## src/rtl/ebus_rd_master.sv

```systemverilog
`timescale 1ns/1ps
module ebus_rd_master #(
  parameter int AW  = 32,
  parameter int DW  = 32,
  parameter int SW  = 2,
  parameter int NCS = 4,
  parameter int WSW = 4,
  parameter int TMO = 255,
  localparam int CSW = (NCS > 1) ? $clog2(NCS) : 1,
  localparam int TW  = $clog2(TMO + 1)
) (
  input  logic           clk,
  input  logic           rst_n,
  input  logic           req_valid,
  output logic           req_ready,
  input  logic [AW-1:0]  req_addr,
  input  logic [SW-1:0]  req_size,
  input  logic           req_cs_hit,
  input  logic [CSW-1:0] req_cs_sel,
  input  logic [WSW-1:0] req_wait,
  output logic           rsp_done,
  output logic [DW-1:0]  rsp_data,
  output logic           rsp_err,
  output logic [AW-1:0]  bus_addr,
  output logic [SW-1:0]  bus_size,
  output logic           bus_ts_n,
  output logic [NCS-1:0] bus_cs_n,
  input  logic [DW-1:0]  bus_data_in,
  input  logic           bus_ta_n,
  input  logic           bus_tea_n
);

  logic           busy, ts_q, cs_mode;
  logic [TW-1:0]  cnt;
  logic [WSW-1:0] wait_q;
  logic [NCS-1:0] cs_q;
  logic [AW-1:0]  addr_q;
  logic [SW-1:0]  size_q;

  wire start  = req_valid && !busy;
  wire int_ta = busy && cs_mode && (cnt == TW'(wait_q));
  wire ext_ta = busy && !cs_mode && !bus_ta_n;
  wire err_ta = busy && !bus_tea_n;
  wire tmo    = busy && (cnt == TW'(TMO - 1));
  wire term   = int_ta || ext_ta || err_ta || tmo;
  wire fail   = err_ta || (tmo && !int_ta && !ext_ta);

  assign req_ready = !busy;
  assign bus_ts_n  = !ts_q;
  assign bus_cs_n  = ~cs_q;
  assign bus_addr  = addr_q;
  assign bus_size  = size_q;

  always_ff @(posedge clk or negedge rst_n) begin
    if (!rst_n) begin
      busy     <= 1'b0;
      ts_q     <= 1'b0;
      cs_mode  <= 1'b0;
      cnt      <= '0;
      wait_q   <= '0;
      cs_q     <= '0;
      addr_q   <= '0;
      size_q   <= '0;
      rsp_done <= 1'b0;
      rsp_data <= '0;
      rsp_err  <= 1'b0;
    end else begin
      ts_q     <= start;
      rsp_done <= 1'b0;
      if (start) begin
        busy    <= 1'b1;
        cnt     <= '0;
        addr_q  <= req_addr;
        size_q  <= req_size;
        cs_mode <= req_cs_hit;
        wait_q  <= req_wait;
        cs_q    <= req_cs_hit ? (NCS'(1) << req_cs_sel) : '0;
      end else if (term) begin
        busy     <= 1'b0;
        cs_q     <= '0;
        rsp_done <= 1'b1;
        rsp_err  <= fail;
        rsp_data <= fail ? '0 : bus_data_in;
      end else if (busy) begin
        cnt <= cnt + 1'b1;
      end
    end
  end


  ts_one_clk_chk: assert property (@(posedge clk) disable iff (!rst_n)
    !bus_ts_n |=> bus_ts_n);


  addr_hold_chk: assert property (@(posedge clk) disable iff (!rst_n)
    (!req_ready && $past(!req_ready)) |-> ($stable(bus_addr) && $stable(bus_size)));


  cs_single_chk: assert property (@(posedge clk) disable iff (!rst_n)
    $onehot0(~bus_cs_n));


  cs_idle_chk: assert property (@(posedge clk) disable iff (!rst_n)
    req_ready |-> (&bus_cs_n));


  err_zero_chk: assert property (@(posedge clk) disable iff (!rst_n)
    (rsp_done && rsp_err) |-> (rsp_data == '0));


  done_pulse_chk: assert property (@(posedge clk) disable iff (!rst_n)
    rsp_done |=> !rsp_done);


  done_idle_chk: assert property (@(posedge clk) disable iff (!rst_n)
    rsp_done |-> req_ready);

endmodule

```

## config.mk

```make
export PLATFORM = sky130hd
export DESIGN_NAME = ebus_rd_master
export DESIGN_NICKNAME = d
export VERILOG_FILES = /design/src/rtl/ebus_rd_master.sv
export SDC_FILE = /design/constraint.sdc
export NUM_CORES = 1
export LEC_CHECK = 0
export BUFFER_PORTS_ARGS = -buffer_cell sky130_fd_sc_hd__buf_4
export CAP_MARGIN = 20
export CORE_MARGIN = 10
export CORE_UTILIZATION = 48
export DETAILED_ROUTE_END_ITERATION = 7
export GPL_ROUTABILITY_DRIVEN = 0
export HOLD_SLACK_MARGIN = 0.15
export PLACE_DENSITY = 0.82
export SLEW_MARGIN = 25
export SYNTH_ARGS = -nofsm -noshare
export SYNTH_HDL_FRONTEND = slang
export SYNTH_SLANG_ARGS = --single-unit
```

## constraint.sdc

```tcl
create_clock -name clk -period 4.85 [get_ports clk]
set_input_delay 0 -clock clk [delete_from_list [all_inputs] [get_ports clk]]
set_output_delay 0 -clock clk [all_outputs]
set_load 0.005 [all_outputs]
```

==> results_dict.tcl <==
set metrics [dict create \
    fp-row-count 31 \
    dp_hpwl_um 6980 \
    drive_above_1_share 0.283 \
    worstSetupPathType "register to register" \
    grt_max_degree 88 \
    die_w_um 107 \
    grt_usage 0.212 \
    avgViaCountPerCell 5.21 \
    period_needed_ns 2.96 \
    synth_warnings 0 \
    die-area_um2 11400 \
    port_buffers 151 \
    layout_setup_ws_ns 1.89 \
    cts-root-buf "clkbuf_8" \
    cts.sinks 87 \
    syn_area_um2 3630 \
    required_ns 5.08 \
    worstPathArrival_ns 3.19 \
    cts_resized 0 \
    cts_tree "yes" \
    diodes 0 \
    fp.dieH_um 107 \
    p_per_area_nw_per_um2 528 \
    coreArea_um2 7290 \
    cts_made_buffers 9 \
    antenna_found_initial 0 \
    wl_um 12600 \
    clock_skew_ns 0.0150 \
    grt_pass1_vias 3847 \
    synth.avg_cell_area_um2 9.24 \
    synth_cell_types 39 \
    yosysSeqAreaShare 0.600 \
    syn_inst 393 \
    wl_per_cell_um 17.6 \
    pre_cts_ws_ns 2.50 \
    power_leakage_nw 2.90 \
    setup-tns-final_ns 0 \
    seq_area_um2 2180 \
    nFillCells 404 \
    clock.fmax_ghz 0.338 \
    status "finished, final reports clean" \
    hold_class "primary input to register" \
    clk_path_buf_depth 2 \
    worst_setup_path_start_kind "register" \
    setup_violations 0 \
    post_cts_buffers 0 \
    multi_input_area_um2 1300 \
    ir_worst_vdd_mv 0.342 \
    drtIter0Drc 216 \
    fin_crit_sh 0.611 \
    vias 3719 \
    gr-total-overflow 0 \
    cts_max_level 3 \
    path_max_fanout 46 \
    maxCapViolCount 0 \
    drt_pass1_iterations 7 \
    final_util 0.795 \
    ant_nets 0 \
    nNetsFinal 690 \
    endpoint_kind "register" \
    start_util 0.498 \
    ys_ff_latch 87 \
    clk-insertion-delay-late_ns 0.35 \
    drcViolationCount 0 \
    synthToLayoutAreaGrowth_pct 59.6 \
    grt_pass1_wl_um 19800 \
    syn-num-nets 473 \
    io_pins 152 \
    hold_viol_final 0 \
    clk_pin_slew_worst_paths_ns 0.09 \
    worst_pin_slew_ns 0.775 \
    drv_slew 0 \
    rsz0062_at_grt "no" \
    slew_headroom 0.483 \
]
==> registers in the layout, summed over array words and instances, names as in the netlist <==
signal and cells:
bus_size 2, rsp_data 32, rsp_done 1, ts_q 1, cnt 8, cs_mode 1, bus_addr 32, busy 1
wait_q 4, cs_q 4, rsp_err 1
==> Yosys cell counts <==
library cell	n	area, µm²
o32ai_1	4	35.0
dfrtp_1	87	2180
o2bb2ai_1	1	8.76
o31ai_1	1	7.51
ha_1	2	25.0
nand4_1	5	31.3
clkbuf_1	15	56.3
o21ai_1	9	45.0
or2_2	1	6.26
o21a_1	1	7.51
buf_1	2	7.51
nor2_1	2	7.51
inv_1	8	30.0
nand4b_1	1	8.76
inv_2	1	3.75
o22ai_1	1	6.26
o21bai_2	1	11.3
nand3_1	36	180
buf_6	4	45.0
buf_2	1	5.00
mux2i_1	1	10.0
nor3_1	2	10.0
or4b_1	1	10.0
nand2_1	153	574
clkinv_1	1	3.75
or3_1	3	18.8
a21o_1	1	7.51
xnor2_1	5	43.8
and2_1	1	6.26
nor2b_1	1	6.26
buf_4	2	15.0
o211ai_1	2	15.0
a21oi_1	1	5.00
o21ai_0	31	155
nand2b_1	1	6.26
o32ai_2	1	16.3
o311ai_0	1	8.76
nor4_1	1	6.26
nand3b_1	1	7.51
==> path summary, 6_finish.rpt <==
path / from / endpoint / slack (ns) / cells after the start
hold / removal: bus_tea_n / cnt[5] / 0.27 / 5
max in group asynchronous: rst_n / bus_addr[28] / 4.05 / 2
setup reg to reg: busy / cs_q[2] / 1.89 / 7
setup / recovery: busy / cs_q[2] / 1.89 / 7
hold reg to reg: bus_addr[30] / bus_addr[30] / 0.48 / 2
min in group asynchronous: rst_n / rsp_data[18] / 0.29 / 2
==> per-stage QoR <==
stage / power (mW) / instance area (µm²) / std cells / hold slack, ns
2_1_floorplan: 1.77 / 3630 / 393 / -0.296
6_report: 3.06 / 5800 / 714 / 0.268
3_5_place_dp: 2.38 / 4790 / 621 / 0.113
5_1_grt: 3.26 / 5800 / 714 / 0.289
4_1_cts: 3.01 / 5790 / 714 / 0.253
3_3_place_gp: 2.34 / 4790 / 621 / 0.188
==> layout by cell type, fill, tap and decap left out, types with 8 or more instances in the layout <==
cell type and instances:
buf_4 152, clkbuf_8 11, dfrtp_1 87, dlygate4sd3_1 77, inv_1 8, nand2_1 153
nand3_1 36, o21ai_0 31, o21ai_1 9
==> logic make-up after synthesis <==
family          synth area share
flops                      0.600
simple gates               0.242
buf+inv                   0.0458
compound gates            0.0906
xor+xnor                  0.0121
mux                      0.00276
fa+ha+maj                0.00689
==> area by class of cell <==
| type | instances | area share |
|---|---|---|
| Sequential cell | 87 | 0.376 |
| Timing Repair Buffer | 230 | 0.332 |
| Multi-Input combinational cell | 272 | 0.225 |
| Clock buffer | 12 | 0.0268 |
| Tap cell | 99 | 0.0214 |
| Clock inverter | 4 | 0.0132 |
| Inverter | 10 | 0.00648 |
==> worst max-delay path: stages, from the launching register on <==
cell	delay (ns)
dfrtp_1	0.53
clkinv_1	0.35
nand2_1	0.13
buf_4	0.40
inv_2	0.42
nand3_1	0.28
o32ai_1	0.12
dlygate4sd3_1	0.60
==> layer usage <==
metal	GRT usage	wire length, µm	part of all wire
met1	0.254	5040	0.40
met2	0.332	5740	0.46
met3	0.0970	1580	0.13
met4	0.0716	228	0.018
met5	0	0	0
==> power by group <==
part / leakage, nW / total (mW) / switching (mW) / internal (mW)
logic: 1.66 / 1.23 / 0.635 / 0.598
registers: 1.12 / 1.24 / 0.217 / 1.03
clock network: 0.113 / 0.581 / 0.260 / 0.321
==> repair_timing <==
| item | CTS | global route |
|---|---|---|
| setup endpoints to repair | 0 | 0 |
| hold buffers | 77 | 0 |
| hold endpoints to repair | 168 | 0 |
Power figures use the tool's default switching activity.
